--- src/rtl/accel_knock_unlock.sv ---
module accel_knock_unlock #(
  parameter int          DATA_W      = 8,
  parameter int          KNOCK_COUNT = 4,
  parameter [DATA_W-1:0] KNOCK_VAL   = 8'h5A,
  parameter [DATA_W-1:0] COMMIT_VAL  = 8'hA5
) (
  input  logic              clk,
  input  logic              rst_n,
  input  logic              model_en,
  input  logic              wr_en,
  input  logic              addr_hit,
  input  logic [DATA_W-1:0] wr_data,
  output logic              unlocked,
  output logic              apply_pulse,
  output logic              accel_en
);

  localparam int STAGE_W = $clog2(KNOCK_COUNT + 1);
  localparam logic [STAGE_W-1:0] STAGE_TOP = STAGE_W'(KNOCK_COUNT);

  logic [STAGE_W-1:0] stage;

  wire take     = wr_en & addr_hit & model_en;
  wire is_knock = take & (wr_data == KNOCK_VAL);
  wire is_commit = take & (wr_data == COMMIT_VAL);
  wire is_abort = take & ~is_knock & ~is_commit;

  always_ff @(posedge clk) begin
    if (!rst_n) begin
      stage       <= '0;
      apply_pulse <= 1'b0;
      accel_en    <= 1'b1;
    end else begin
      apply_pulse <= is_commit;
      if (is_knock) begin
        if (stage != STAGE_TOP) stage <= stage + 1'b1;
      end else if (is_commit) begin
        stage    <= '0;
        accel_en <= 1'b1;
      end else if (is_abort) begin
        stage    <= '0;
        accel_en <= 1'b0;
      end
    end
  end

  assign unlocked = (stage == STAGE_TOP);

  // an unaccepted cycle changes nothing and fires no pulse
  a_r1_idle_holds: assert property (@(posedge clk) disable iff (!rst_n)
    !take |=> $stable(stage) && $stable(accel_en) && !apply_pulse);

  // the last knock of a run opens access
  a_r3_unlock_on_last: assert property (@(posedge clk) disable iff (!rst_n)
    (is_knock && stage == STAGE_TOP - 1'b1) |=> unlocked);

  // knocking while open keeps it open
  a_r4_saturate: assert property (@(posedge clk) disable iff (!rst_n)
    (is_knock && unlocked) |=> unlocked);

  // a commit relocks, pulses and enables
  a_r5_commit: assert property (@(posedge clk) disable iff (!rst_n)
    is_commit |=> !unlocked && apply_pulse && accel_en && stage == '0);

  // a pulse only follows an accepted commit
  a_r5_pulse_source: assert property (@(posedge clk) disable iff (!rst_n)
    apply_pulse |-> $past(is_commit));

  // an abort relocks and disables without a pulse
  a_r6_abort: assert property (@(posedge clk) disable iff (!rst_n)
    is_abort |=> !unlocked && !accel_en && !apply_pulse);

  // the count never passes its top value
  a_r2_stage_bound: assert property (@(posedge clk) disable iff (!rst_n)
    stage <= STAGE_TOP);

endmodule

--- config.mk ---
export PLATFORM = sky130hd
export DESIGN_NAME = accel_knock_unlock
export DESIGN_NICKNAME = d
export VERILOG_FILES = /design/src/rtl/accel_knock_unlock.sv
export SDC_FILE = /design/constraint.sdc
export NUM_CORES = 1
export LEC_CHECK = 0
export ABC_AREA = 1
export BUFFER_PORTS_ARGS = -buffer_cell sky130_fd_sc_hd__buf_2
export CORE_AREA = 5 5 42 44
export DETAILED_ROUTE_END_ITERATION = 8
export DIE_AREA = 0 0 47 49
export REMOVE_ABC_BUFFERS = 1
export SETUP_SLACK_MARGIN = 0.05
export SLEW_MARGIN = 20
export SYNTH_ARGS = -nofsm -noshare
export SYNTH_HDL_FRONTEND = slang
export SYNTH_SLANG_ARGS = --single-unit
--- constraint.sdc ---
create_clock -name clk -period 1.05 [get_ports clk]
set_clock_uncertainty 0.05 [all_clocks]
set_input_delay 0.2625 -clock clk [delete_from_list [all_inputs] [get_ports clk]]
set_output_delay 0.2625 -clock clk [all_outputs]
set_load 0.03 [all_outputs]
# Word level (Yosys, flattened, before mapping)
# Index checks and enable logic that the tools add are counted.
# Widths: inputs -> output; s select.
# classes
eq_ne	5
reduce_logical	4
n_bitwise	8
muxes	6
n_addsub	1
# op_table
cell	n
$mux 3	4
$eq 8x7->1 const B	1
$eq 8x8->1 const B	1
$and 1x1->1	6
$reduce_and 2->1	2
$add 3x1->3 const B	1
$eq 3x3->1 const B	1
$ne 3x3->1 const B	1
$reduce_bool 3->1	1
$mux 1	2
$ne 2x1->1 const B	1
$not 1->1	2
$reduce_bool 2->1	1
# totals
input_bits	13
elab_cells	27
ff_bits	5
output_inout_bits	3

# Longest topological paths before layout
# Gate-level depths: netlist (run 1).
# logic_depth
depth_word	9
ltp_mapped	7
depth_no_buf	7

# Worst setup path after synthesis (run 1)
# OpenSTA, ideal clock, no wires.
# synth_timing
kind	reg2reg
startpoint	register stage[0]
endpoint	register stage[2]
setup_ps	70
arrival_ps	1125
stages_incl_launch_ff	8
setup_slack_ps	-194
cell_sequence	dfxtp_1 inv_1 ha_1 nand2_1 inv_1 nand3_1 nand3_1 a21oi_1
# synth_via
elab_chain_len	3
word_cells_on_any_way	6
classes_between	add/sub (1); eq/ne (2); mux (2); reduce/logical (1)
# synth_lines
item	line_no	text
start: declaration	21	logic [STAGE_W-1:0] stage;
start signal: assignment	36	if (stage != STAGE_TOP) stage <= stage + 1'b1;
$add 3x1->3 or $ne 3x3->1 (tied branches)	36	
$mux 3 or $ne 2x1->1 (tied branches)	--	
$mux 3 or $reduce_and 2->1 (tied branches)	--	
# Several ways; a longest one is shown, not always the timed one. The select of a mux whose other input is x is not followed.
# A chain may end at the register's enable or synchronous reset.

# Worst setup path after layout (run 1)
# layout_timing
startpoint	register stage[0]
endpoint	output unlocked
# layout_via
elab_chain_len	1
# layout_lines
item	line_no	text
$eq 3x3->1	47	assign unlocked = (stage == STAGE_TOP);
end: declaration	13	output logic unlocked,
# Every way passes these cells.

==> flow_summary.json, run 1 <==
{
  "critPathMostFrequentCell": "inv_2",
  "ant_nets": 0,
  "final_common_cell": "buf_2",
  "drc": 0,
  "synth_mux_area_frac": 0,
  "max_slew_margin": 0.8185,
  "cp_slowest_cell": "dfxtp_2",
  "yosys.area.top_type_share": 0.2952,
  "crit_buf_inv": 3,
  "grt_use_met3": 0.02214,
  "status": "finished with violations",
  "cpPeakStageDelay_ps": 330,
  "synth_largest_area_cell": "dfxtp_1",
  "die_area_um2": 2303,
  "crit_chain": "inv_2, ha_4, nand2_4, inv_2, buf_6",
  "design_area_um2": 608.1,
  "cpLargestDelayFamily": "flip-flops",
  "die_width_um": 47,
  "netlist_instances": 48,
  "clock_sinks": 5,
  "ys_ff_latch": 5,
  "ir_drop_mv": 0.5528,
  "synth_top_family_by_area": "simple AND/OR/NAND/NOR gates",
  "grt-ovfl-total": 0,
  "power_density_nw_per_um2": 817.4,
  "numPortBuffers": 15,
  "vias_per_cell": 4.234,
  "syn-cell-area_um2": 339.1,
  "worstPathArrival_ps": 980,
  "drv_slew": 0,
  "avgSynthCellArea_um2": 7.064,
  "synth_warnings": 0,
  "num_io_pins": 16,
  "critPathRequiredTime_ps": 740,
  "report.final.hold_viol_count": 0,
  "antenna_found_initial": 0,
  "period_share": 1.231,
  "violations": "negative setup slack",
  "vias": 398,
  "routabilityCongestion": 0.7446,
  "worst-path-max-fanout": 2,
  "root_buffer": "clkbuf_4",
  "wl_per_cell_um": 9.862,
  "cts.htree.levels": 1,
  "area_growth_pct": 79.34,
  "met2_usage": 0.1561,
  "p_total_uw": 497.0,
  "p_leak_uw": 0.0002929,
  "dp_hpwl_um": 663.8,
  "core_area_um2": 1401,
  "path_class": "reg -> out",
  "wl_um": 927,
  "grt_pass1_wl_um": 1455,
  "end_kind": "primary output",
  "clockBufferDepth": 2,
  "antenna_cells": 0,
  "grt_pass1_vias": 410,
  "first_iter_violations": 1,
  "place_ws_ps": -200.3,
  "synthXorXnorAreaFrac": 0,
  "num-fill-cells": 148,
  "setup_viol": 4,
  "fmax_ghz": 0.7734,
  "start_util": 0.2420,
  "grt_use_total": 0.08797,
  "postCtsHoldBufs": 0,
  "yosys-top-cells-area": "dfxtp_1 30%, inv_1 10%, nand2_1 8.9%, ha_1 7.4%, nand3_1 7.4%",
  "ys_seq_area_frac": 0.2952,
  "worst_pin_slew_ps": 269.8,
  "synthAdderAreaFrac": 0.07380,
  "cts.clk_slew.worst_paths_ps": 50,
  "layout.nets": 94,
  "die-height_um": 49,
  "dpl_cell_area_um2": 479.2,
  "grt_max_degree": 6,
  "synth_cell_types": 16,
  "final_cell_mix": "12 x buf_2, 10 x buf_4, 7 x nand2_1, 6 x inv_1",
  "rsz0062_at_grt": "yes",
  "cts_tree": "yes",
  "grt-busiest-layer": "met2",
  "synth_compound_area_frac": 0.08487,
  "synth-simple-area-share": 0.4354,
  "setup_slack_ps": -243.0,
  "post-route-min-period_ps": 1293,
  "clk_latency_ps": 240,
  "dr.pass1.iters": 2,
  "drive_above_1_share": 0.6667,
  "grt_use_met1": 0.08333,
  "rows": 14,
  "cap_viol_max_count": 0,
  "cp-start-kind": "register",
  "numCtsBuffers": 3,
  "worstHoldPathType": "in -> reg"
}
==> per-layer routing <==
metal | routed length (µm) | up-vias
li1 | - | 213
met2 | 527 | 6
met4 | 0 | 0
met1 | 356 | 179
met5 | 0 | -
met3 | 42 | 0
==> sequential cells by signal, indices dropped and copies added, names as in the netlist <==
signal,count
apply_pulse,1
stage,3
accel_en,1
==> layout make-up <==
class                   count  area, µm²  area share
repair buffers             26      180.2      0.2963
well taps                  16      20.02     0.03292
flip-flops and latches      5      105.1      0.1728
inverters                  10      37.54     0.06173
clock buffers               4      26.28     0.04321
multi-input cells          33      239.0      0.3930
==> synthesized netlist by cell type, drive strengths merged <==
library cell	n
nand2	12
inv	10
nor2	6
dfxtp	5
nand3	5
a21oi	4
ha	2
nor4	2
nand4	1
o21ai	1
==> power by group <==
part           total [µW]  leakage [µW]  internal, µW  switching [µW]
Combinational        80.1      0.000236          38.4            41.7
Clock                 223     0.0000150           144            78.9
Sequential            194     0.0000416           193            1.38
Total                 497      0.000293           375             122
==> worst paths after layout <==
path | start | end | slack (ps) | cells after the start
setup / recovery | stage[0] | unlocked | -240 | 5
hold / removal | rst_n | stage[0] | 240 | 3
setup reg to reg | stage[0] | stage[1] | -210 | 9
hold reg to reg | accel_en | accel_en | 520 | 3
==> worst min-delay path: stages <==
cell and delay, ps:
buf_2 120, nand2_1 70, nor2_2 40
==> through the flow <==
| step | instances | TNS, ps | utilization | hold WS [ps] |
|---|---|---|---|---|
| floorplan | 48 | -414.5 | - | 338.3 |
| global placement | 85 | -467.7 | 0.3420 | 403.6 |
| detailed placement | 85 | -641.8 | 0.3420 | 414.4 |
| CTS | 94 | -681.9 | 0.4268 | 210.5 |
| global route | 94 | -1024 | 0.4339 | 244.6 |
| finish | 94 | -783.4 | 0.4339 | 239.4 |
==> cells by family after synthesis <==
logic type      count (synthesis)
simple gates                   26
buf+inv                        10
compound gates                  5
fa+ha+maj                       2
flops                           5
==> repair_timing <==
action / CTS / global route
pin swaps: 9 / 4
endpoints found under the setup margin: 6 / 6
gates resized for setup: 20 / 4
setup buffers: 5 / 1
(Power assumes the default switching activity.)
==> run 2: changes to the inputs <==
- CORE_AREA: 5 5 42 44 -> 4 4 41 43
- DIE_AREA: 0 0 47 49 -> 0 0 45 47
==> flow_summary.json, run 2 (same netlist as run 1, synthesis figures left out) <==
{
  "numCtsBuffers": 3,
  "drv_slew": 0,
  "clock_sinks": 5,
  "grt-ovfl-total": 0,
  "final_cell_mix": "12 x buf_2, 8 x buf_4, 7 x nand2_1, 6 x inv_1, 5 x buf_6",
  "cts_tree": "yes",
  "cp-start-kind": "register",
  "core_area_um2": 1301,
  "cts.clk_slew.worst_paths_ps": 50,
  "area_growth_pct": 81.92,
  "root_buffer": "clkbuf_4",
  "first_iter_violations": 1,
  "fmax_ghz": 0.7586,
  "antenna_cells": 0,
  "design_area_um2": 616.8,
  "max_slew_margin": 0.8245,
  "r2r_slack_ps": -150,
  "final_common_cell": "buf_2",
  "numPortBuffers": 15,
  "worstRegToRegCells": 8,
  "startpoint": "stage[0]",
  "wl_um": 985,
  "p_leak_uw": 0.0002963,
  "grt_max_degree": 5,
  "clockBufferDepth": 2,
  "clk_latency_ps": 250,
  "die-height_um": 47,
  "start_util": 0.2606,
  "grt_pass1_wl_um": 1518,
  "worstHoldPathType": "in -> reg",
  "setup_viol": 4,
  "status": "finished with violations",
  "cap_viol_max_count": 0,
  "antenna_found_initial": 0,
  "worst-path-max-fanout": 2,
  "finish.utilization": 0.4740,
  "critPathMostFrequentCell": "inv_2",
  "routabilityCongestion": 0.7634,
  "crit_chain": "inv_2, ha_4, nand2_4, inv_2, buf_6",
  "crit_buf_inv": 3,
  "grt_use_total": 0.1036,
  "path_class": "reg -> out",
  "report.final.hold_viol_count": 0,
  "vias": 412,
  "cpLargestDelayFamily": "flip-flops",
  "postCtsHoldBufs": 0,
  "cts.htree.levels": 1,
  "ant_nets": 0,
  "cp_slowest_cell": "dfxtp_2",
  "num_io_pins": 16,
  "wl_per_cell_um": 10.71,
  "place_ws_ps": -201.8,
  "num-fill-cells": 144,
  "holdPathStages": 3,
  "rsz0062_at_grt": "yes",
  "p_total_uw": 498.0,
  "layout.nets": 93,
  "vias_per_cell": 4.478,
  "die_area_um2": 2115,
  "setup_slack_ps": -268.2,
  "top_register": "stage",
  "post-route-min-period_ps": 1318,
  "grt_pass1_vias": 388,
  "end_kind": "primary output",
  "violations": "negative setup slack",
  "cpPeakStageDelay_ps": 320,
  "dr.pass1.iters": 4,
  "dpl_cell_area_um2": 478.0,
  "die_width_um": 45,
  "largest_reg_flops": 3,
  "largest_registers": "stage x3, accel_en x1, apply_pulse x1",
  "period_share": 1.255,
  "power_density_nw_per_um2": 807.3,
  "worst_pin_slew_ps": 260.8,
  "ir_drop_mv": 0.4839,
  "critPathRequiredTime_ps": 740,
  "drive_above_1_share": 0.7013,
  "drc": 0,
  "path_depth": 5,
  "r2r-start": "stage[0]",
  "rows": 13,
  "dp_hpwl_um": 666.1,
  "worstHoldStart": "rst_n",
  "worstPathArrival_ps": 1010
}
[run 2: changes by cell type in the layout (fill, tap and decap cells not counted), sizes merged]
cell / previous run / this run
clkinv: 0 / 1
clkbuf: 4 / 3
buf: 26 / 25
[run 2: worst register-to-register path: cells and delay by family (launching register included)]
family	cells	cell delay (ps)
flip-flops	1	320
AO/OA/AOI/OAI	1	100
adder cells (fa/ha/maj)	1	140
AND/OR/NAND/NOR	3	240
buffers and inverters	3	290
[run 2: repair_timing]
action | 4_1_cts | 5_1_grt
endpoints found under the setup margin | 6 | 6
buffers inserted | 5 | 1
gates resized for setup | 22 | 5
pin swaps | 10 | 4
cloned | 0 | 0
[run 2: power breakdown]
part	internal, µW	leakage [µW]	switching [µW]
combinational	35.9	0.000237	42.6
sequential	193	0.0000416	1.38
clock	138	0.0000177	87.2
total	367	0.000296	131
[run 2: final timing paths]
kind	endpoint
worst min-delay path	stage[0]
worst min register to register	accel_en
worst max register to register	stage[2]
worst max-delay path	unlocked
[run 2: cell type report]
cell class	count	area [µm²]	area share
multi-input combinational	33	251.5	0.4077
clock inverter	1	5.005	0.008114
tap	15	18.77	0.03043
clock buffer	3	22.52	0.03651
sequential	5	105.1	0.1704
timing repair buffer	25	176.4	0.2860
inverter	10	37.54	0.06085
[run 2: routing by layer]
layer | vias up | wire length (µm) | global-route usage
li1 | 211 | - | -
met1 | 189 | 355 | 0.1002
met2 | 10 | 574 | 0.1864
met3 | 2 | 50 | 0.05747
met4 | 0 | 5 | 0.03509
met5 | - | 0 | 0
[run 2: per-stage QoR]
| step | cells | hold slack [ps] | setup TNS (ps) |
|---|---|---|---|
| global placement | 84 | 404.7 | -540.3 |
| CTS | 92 | 204.8 | -791.7 |
| global route | 92 | 221.8 | -933.3 |
| floorplan | 48 | 338.3 | -414.5 |
| detailed placement | 84 | 412.0 | -607.8 |
| finish | 92 | 215.1 | -606.9 |
